File: src/rtl/dbs_pkg.sv
package dbs_pkg;
    localparam int CPU_AW  = 16;
    localparam int DRAM_AW = 9;
    localparam int PHYS_AW = 2 * DRAM_AW + 1;
    localparam int DW      = 8;
    localparam int NBANK   = 2;

    typedef enum logic [2:0] {
        SEL_ROM     = 3'b000,
        SEL_CART    = 3'b001,
        SEL_IO_LO   = 3'b010,
        SEL_IO_HI   = 3'b011,
        SEL_DSK_INT = 3'b100,
        SEL_UNUSED  = 3'b101,
        SEL_DSK_EXT = 3'b110,
        SEL_RAM     = 3'b111
    } sel_e;

    typedef enum logic [1:0] {
        PH_IDLE, PH_RCD, PH_CASL, PH_CASH
    } phase_e;

    typedef struct packed {
        logic               valid;
        logic               we;
        logic [CPU_AW-1:0]  addr;
        logic [PHYS_AW-1:0] phys;
    } req_t;

    localparam logic [CPU_AW-1:0] IDLE_ADDR = '1;

    function automatic sel_e sel_of(input logic [CPU_AW-1:0] a, input logic int_dsk);
        sel_e s;
        if (a < 16'h8000)                  s = SEL_RAM;
        else if (a < 16'hC000)             s = SEL_ROM;
        else if (a < 16'hFF00)             s = SEL_CART;
        else if (a < 16'hFF40)             s = a[4] ? SEL_IO_HI : SEL_IO_LO;
        else if (a < 16'hFF60)             s = int_dsk ? SEL_DSK_INT : SEL_DSK_EXT;
        else                               s = SEL_ROM;
        return s;
    endfunction

    function automatic logic [DRAM_AW-1:0] row_of(input logic [PHYS_AW-1:0] p);
        return p[PHYS_AW-1 -: DRAM_AW];
    endfunction

    function automatic logic [DRAM_AW-1:0] col_of(input logic [PHYS_AW-1:0] p);
        return p[DRAM_AW:1];
    endfunction
endpackage

File: src/rtl/dbs_sel_decode.sv
module dbs_sel_decode
    import dbs_pkg::*;
(
    input  logic              active,
    input  req_t              req,
    input  logic              int_disk_sel,
    output logic [2:0]        sel_code,
    output logic              ram_sel
);
    logic [CPU_AW-1:0] eff_addr;
    sel_e              sel;

    always_comb begin
        eff_addr = (active && req.valid) ? req.addr : IDLE_ADDR;
        sel      = sel_of(eff_addr, int_disk_sel);
        sel_code = sel;
        ram_sel  = (sel == SEL_RAM);
    end
endmodule

File: src/rtl/dbs_seq.sv
module dbs_seq
    import dbs_pkg::*;
#(
    parameter int T_RCD  = 2,
    parameter int T_CASL = 2,
    parameter int T_CASH = 2
) (
    input  logic               clk,
    input  logic               rst,
    input  logic               go,
    input  logic [DRAM_AW-1:0] row,
    input  logic [DRAM_AW-1:0] col,
    input  logic               bank_odd,
    input  logic               wr_ok,
    output logic               ras_n,
    output logic               cas_n,
    output logic [DRAM_AW-1:0] dram_a,
    output logic [NBANK-1:0]   we_n,
    output logic               busy,
    output logic               accept,
    output logic               done,
    output logic               cap_en
);
    localparam int T_MAX0 = (T_RCD > T_CASL) ? T_RCD : T_CASL;
    localparam int T_MAX  = (T_MAX0 > T_CASH) ? T_MAX0 : T_CASH;
    localparam int CW     = $clog2(T_MAX) + 1;

    phase_e        state, state_nx;
    logic [CW-1:0] cnt;
    logic          last;

    always_comb begin
        case (state)
            PH_RCD:  last = (cnt == CW'(T_RCD - 1));
            PH_CASL: last = (cnt == CW'(T_CASL - 1));
            PH_CASH: last = (cnt == CW'(T_CASH - 1));
            default: last = 1'b0;
        endcase
    end

    always_comb begin
        state_nx = state;
        case (state)
            PH_IDLE: if (go)   state_nx = PH_RCD;
            PH_RCD:  if (last) state_nx = PH_CASL;
            PH_CASL: if (last) state_nx = PH_CASH;
            PH_CASH: if (last) state_nx = PH_IDLE;
            default:           state_nx = PH_IDLE;
        endcase
    end

    always_ff @(posedge clk) begin
        if (rst) begin
            state <= PH_IDLE;
            cnt   <= '0;
        end else begin
            state <= state_nx;
            cnt   <= (state_nx != state) ? '0 : cnt + 1'b1;
        end
    end

    always_comb begin
        busy   = (state != PH_IDLE);
        accept = go && (state == PH_IDLE);
        done   = (state == PH_CASH) && last;
        cap_en = (state == PH_CASL) && last;
        ras_n  = !((state == PH_RCD) || (state == PH_CASL));
        cas_n  = (state != PH_CASL);
        case (state)
            PH_RCD:           dram_a = row;
            PH_CASL, PH_CASH: dram_a = col;
            default:          dram_a = '0;
        endcase
    end

    for (genvar b = 0; b < NBANK; b++) begin : g_we
        assign we_n[b] = !((state == PH_CASL) && wr_ok && (bank_odd == b[0]));
    end
endmodule

File: src/rtl/dbs_rd_steer.sv
module dbs_rd_steer
    import dbs_pkg::*;
(
    input  logic          clk,
    input  logic          rst,
    input  logic          cap_en,
    input  logic          cas_n,
    input  logic          bank_odd,
    input  logic [DW-1:0] dq0_in,
    input  logic [DW-1:0] dq1_in,
    output logic [DW-1:0] bus_data,
    output logic [DW-1:0] rd_data
);
    logic [DW-1:0] odd_lat;

    always_ff @(posedge clk) begin
        if (rst) begin
            odd_lat <= '0;
            rd_data <= '0;
        end else if (cap_en) begin
            odd_lat <= dq1_in;
            rd_data <= bank_odd ? dq1_in : dq0_in;
        end
    end

    assign bus_data = cas_n ? odd_lat : dq0_in;
endmodule

File: src/rtl/dram_byte_steer.sv
module dram_byte_steer
    import dbs_pkg::*;
#(
    parameter int T_RCD  = 2,
    parameter int T_CASL = 2,
    parameter int T_CASH = 2
) (
    input  logic         clk,
    input  logic         rst,
    input  logic         int_disk_sel,
    input  logic         cyc_go,
    input  logic         cyc_valid,
    input  logic         cyc_we,
    input  logic [15:0]  cyc_addr,
    input  logic [18:0]  cyc_phys,
    input  logic [7:0]   dq0_in,
    input  logic [7:0]   dq1_in,
    output logic         ras_n,
    output logic         cas_n,
    output logic [8:0]   dram_a,
    output logic [1:0]   we_n,
    output logic [2:0]   sel_code,
    output logic [7:0]   bus_data,
    output logic [7:0]   rd_data,
    output logic         busy,
    output logic         done
);
    req_t req_q;
    logic accept, cap_en, ram_sel, wr_ok;

    always_ff @(posedge clk) begin
        if (rst)         req_q <= '0;
        else if (accept) req_q <= '{valid: cyc_valid, we: cyc_we, addr: cyc_addr, phys: cyc_phys};
    end

    dbs_sel_decode u_dec (
        .active       (busy),
        .req          (req_q),
        .int_disk_sel (int_disk_sel),
        .sel_code     (sel_code),
        .ram_sel      (ram_sel)
    );

    assign wr_ok = req_q.valid && req_q.we && ram_sel;

    dbs_seq #(.T_RCD(T_RCD), .T_CASL(T_CASL), .T_CASH(T_CASH)) u_seq (
        .clk      (clk),
        .rst      (rst),
        .go       (cyc_go),
        .row      (row_of(req_q.phys)),
        .col      (col_of(req_q.phys)),
        .bank_odd (req_q.phys[0]),
        .wr_ok    (wr_ok),
        .ras_n    (ras_n),
        .cas_n    (cas_n),
        .dram_a   (dram_a),
        .we_n     (we_n),
        .busy     (busy),
        .accept   (accept),
        .done     (done),
        .cap_en   (cap_en)
    );

    dbs_rd_steer u_rd (
        .clk      (clk),
        .rst      (rst),
        .cap_en   (cap_en),
        .cas_n    (cas_n),
        .bank_odd (req_q.phys[0]),
        .dq0_in   (dq0_in),
        .dq1_in   (dq1_in),
        .bus_data (bus_data),
        .rd_data  (rd_data)
    );
endmodule

File: config.mk
export PLATFORM = sky130hd
export DESIGN_NAME = dram_byte_steer
export DESIGN_NICKNAME = d
export VERILOG_FILES = /design/src/rtl/dbs_pkg.sv /design/src/rtl/dbs_sel_decode.sv /design/src/rtl/dbs_seq.sv /design/src/rtl/dbs_rd_steer.sv /design/src/rtl/dram_byte_steer.sv
export SDC_FILE = /design/constraint.sdc
export NUM_CORES = 1
export LEC_CHECK = 0
export BUFFER_PORTS_ARGS = -buffer_cell sky130_fd_sc_hd__clkbuf_2
export CELL_PAD_IN_SITES_DETAIL_PLACEMENT = 1
export CELL_PAD_IN_SITES_GLOBAL_PLACEMENT = 1
export CORE_UTILIZATION = 35
export CTS_BUF_LIST = sky130_fd_sc_hd__clkbuf_4
export DETAILED_ROUTE_END_ITERATION = 8
export PLACE_DENSITY_LB_ADDON = 0.1
export SETUP_SLACK_MARGIN = 0.3
export SYNTH_ARGS = -nofsm -noshare
export SYNTH_HDL_FRONTEND = slang
export SYNTH_HIERARCHICAL = 1
export SYNTH_SLANG_ARGS = --single-unit
File: constraint.sdc
create_clock -name clk -period 2.5 [get_ports clk]
set_clock_uncertainty 0.2 [all_clocks]
set_input_delay 0.5 -clock clk [delete_from_list [all_inputs] [get_ports clk]]
set_output_delay 0.5 -clock clk [all_outputs]
set_load 0.005 [all_outputs]
---- After elaboration in Yosys (flattened, before gate mapping) ----
Index checks and enable logic that the tools add are counted.
cells by class
  $add $sub $neg .......................... 1
  multipliers ............................. 0
  divide/modulo/power cells ............... 0
  order comparisons ....................... 5
  equal/unequal tests ..................... 7
  shift operators ......................... 0
  muxes and demuxes ....................... 17
  bitwise logic cells ..................... 1
  reductions and logical operators ........ 18
operators with widths
  cell                                                 number
  less-than comparator 16 bit (second input constant)  5
  one-hot mux 9 bit (2 select lines)                   1
  2-to-1 mux 16 bit                                    1
  2-to-1 mux 8 bit                                     2
  2-to-1 mux 3 bit                                     5
  2-to-1 mux 2 bit                                     5
  logical AND 1 bit                                    9
  one-hot mux 2 bit (4 select lines)                   1
  == test 2 x 1 -> 1 bit (second input constant)       2
  == test 2 bit (second input constant)                2
  OR reduction 2 bit                                   2
  == test 3 bit (second input constant)                1
  logical NOT 1 bit                                    3
  OR reduction 3 bit                                   1
  adder 2 x 1 -> 2 bit (second input constant)         1
  logical NOT 2 bit                                    1
  2-to-1 mux 1 bit                                     2
  inequality test 2 bit                                1
  inequality test 2 bit (second input constant)        1
  nonzero test 2 bit                                   1
  logical OR 1 bit                                     1
  inverter 1 bit                                       1
word-level totals
  register bits ........................... 57
  bits in latches ......................... 0
  RAM bits ................................ 0
  ROM bits ................................ 0
  bits of input ports ..................... 57
  output and inout bits ................... 34
  logic and storage cells ................. 57
  memories kept ........................... 0

---- Depth between registers and ports, before layout ----
  depth in word-level cells ............... 14
  gate-level depth with buffers ........... 8

---- Cells and area by module ----
Netlist, hierarchy kept.
by module, submodules not included
  module           instances  cells each  area each (um2)
  dram_byte_steer  1          120         1347.5
  dbs_rd_steer     1          71          747.0
  dbs_seq          1          62          484.2
  dbs_sel_decode   1          13          77.6

---- Worst setup path before layout ----
Ideal clock, no wire load.
  path type ............................... reg2out
  from .................................... register u_seq.state[0]
  to ...................................... output bus_data[0]
  data arrival time ....................... 1.410 ns
  path slack .............................. 0.390 ns
  stages on the path, launching flop included .. 7
  path buffers ............................ 2
  path through ............................ dfxtp_1 inv_1 ha_1 buf_6 inv_1 buf_2 mux2_2
on the way
  cells in the longest elaborated chain, start to end .. 2
RTL lines
  what                    RTL line               RTL
  from (decl)             dbs_seq.sv:28          phase_e state, state_nx;
  from (signal assigned)  dbs_seq.sv:57          state <= state_nx;
  inequality test 2 bit   dbs_seq.sv:68          cas_n = (state != PH_CASL);
  named net cas_n         dram_byte_steer.sv:19  output logic cas_n,
  2-to-1 mux 8 bit        dbs_rd_steer.sv:26     assign bus_data = cas_n ? odd_lat : dq0_in;
  to (decl)               dram_byte_steer.sv:23  output logic [7:0] bus_data,
The timed path passes the listed nets, and every way through them passes these cells.

---- Worst setup path after layout ----
  from .................................... register u_seq.state[1]
  to ...................................... output dram_a[2]
on the way
  cells in the longest elaborated chain, start to end .. 3
  elaborated cells between the ends (all ways) .. 5
  classes of those cells .................. eq/ne (3); mux (1); reduce/logical (1)
RTL lines
  what                                    RTL line               RTL
  == test 2 bit                           dbs_seq.sv:69          case (state)
  OR reduction 2 bit                      dbs_seq.sv:69
  one-hot mux 9 bit (2 select lines) (*)  dbs_seq.sv:69
  to (decl)                               dram_byte_steer.sv:20  output logic [8:0] dram_a,
Mark *: on every way between the ends. The rest lies on a longest branch, timed or not.

==> out/results.txt <==
met2 usage - 0.296
Num CTS Buffers - 5
Core Region - 0.00687 sq mm
die width - 86.9 microns
worst slew pin tran - 399 ps
clk slew on worst S/H paths - 160 ps
reported max-cap violation count - 0
Max Root-Sink Buffers - 2
CP Capture Type - output pin
met1 Use GR - 0.215
Final ANT Viol Nets - 0
Layout Nets - 414
H-tree depth - 2
HPWL Detailed - 4490 microns
minimum clock period - 2390 ps
largest net degree at the start of global routing - 36
commonest non-fill, non-tap cell in the layout - clkbuf_2
initial DRC count - 42
CTS Hold Buffers Added - 0
Final Wtd Congestion - 0.800
Tightest Hold Check Type - primary input to register
Worst EP required - 1800 ps
total number of vias - 2214
Die ar. - 0.00755 sq mm
total track usage - 0.175
critical path fanouts, max - 6
die extent in y - 86.9 microns
Final Setup Violations - 0
final std cells w/o fill - 449
CTS tree - built
vias in the first global route - 2126
max_slew headroom - 0.734
FMAX - 419 MHz
Synth Cell Area - 0.00252 sq mm
Setup CP Type - register to output pin
Starting Density - 0.367
syn avg cell area - 9.93 sq um
clk sinks - 53
Final Hold Vio Count - 0
Worst EP arrival - 1690 ps
fill count - 824
post-DR wirelength/cell - 14.6 microns
DRC errors left - 0
most frequent cells in the layout - 85 x clkbuf_2, 60 x nor2_1, 50 x dfxtp_1
LEAKAGE - 1.44 nW
global routing's busiest layer - met2
Clk Latency, worst-skew pair - 370 ps
placed insts - 427
Buffers on Ports - 86
Max VDD drop - 0.368 mV
syn nets - 316
Worst setup SP type - register
Pwr Density - 934 mW/mm^2
1st-pass router iterations - 4
wire length of the first global-routing pass - 10200 microns
Root Driver - clkbuf_4
total negative slack - 0 ps
Yosys warning total - 6
Diodes inserted - 0
Post-Synthesis Cells - 254
Max Transition Viols Final - 0
share of cells above drive strength 1 - 0.442
Rows - 30
final wirelength - 6560 microns
Vias/cell - 4.93
total congestion overflow - 0
area grow syn2layout - 31.3%
status - completed
met3 usage - 0.0483
I/O pins - 91
RSZ-0062 raised after global routing - true
R2R Setup Slk - 470 ps
final period utilization - 0.956
initial antenna violation count - 0
## routing by layer
layer  up-vias  routed length, microns
li1       1081                       -
met1      1069                    2960
met2        56                    3110
met3         8                     383
met4         0                     104
met5         -                       0
## registers in the layout, summed over array words and instances (netlist names)
name,count
u_rd/odd_lat,8
req_q,33
u_seq/state,2
u_rd/rd_data,8
u_seq/cnt,2
## worst max-delay path, stage by stage, from the launching register on
cell and delay, ps:
dfxtp_4 390, buf_6 130, ha_4 170, or2_4 290, a22oi_2 140, nor2_1 80, clkbuf_2 120
## per-stage QoR
stage | setup WS [ps] | power, mW | area [sq um] | util | hold slack [ps]
2_1_floorplan | 390 | 2.02 | 2520 | - | 205
3_3_place_gp | 299 | 2.33 | 2990 | 0.435 | 217
3_5_place_dp | 274 | 2.35 | 2990 | 0.435 | 223
4_1_cts | 94.6 | 2.98 | 3220 | 0.469 | 144
5_1_grt | 35.7 | 3.29 | 3310 | 0.482 | 152
6_report | 111 | 3.09 | 3310 | 0.482 | 157
## final timing paths
kind	cells past startpoint	start	end
worst max-delay path	6	u_seq/state[1]	dram_a[2]
worst min-delay path	3	cyc_phys[9]	req_q[9]
worst max register to register	7	u_seq/state[1]	u_seq/cnt[1]
worst min register to register	1	u_seq/cnt[0]	u_seq/cnt[0]
## layout make-up
cell class	instances	area, sq um	area share
Clock buffer	6	45.0	0.0136
Clock inverter	2	10.0	0.00302
Inverter	6	28.8	0.00869
Multi-Input combinational cell	177	1400	0.423
Sequential cell	53	1070	0.322
Tap cell	96	120	0.0363
Timing Repair Buffer	108	631	0.190
Timing Repair inverter	1	7.51	0.00227
## power breakdown
| group | internal, mW | total (mW) | switching [mW] |
|---|---|---|---|
| registers | 0.998 | 1.11 | 0.110 |
| logic | 0.812 | 1.59 | 0.782 |
| clock network | 0.119 | 0.390 | 0.271 |
| total | 1.93 | 3.09 | 1.16 |
## repair_timing
item,4_1_cts,5_1_grt
gates cloned,2,0
buffers inserted,7,5
endpoints found under the setup margin,24,26
resized for setup,30,13
pin swaps,11,12
No activity file was read; power rests on OpenSTA's default activity.
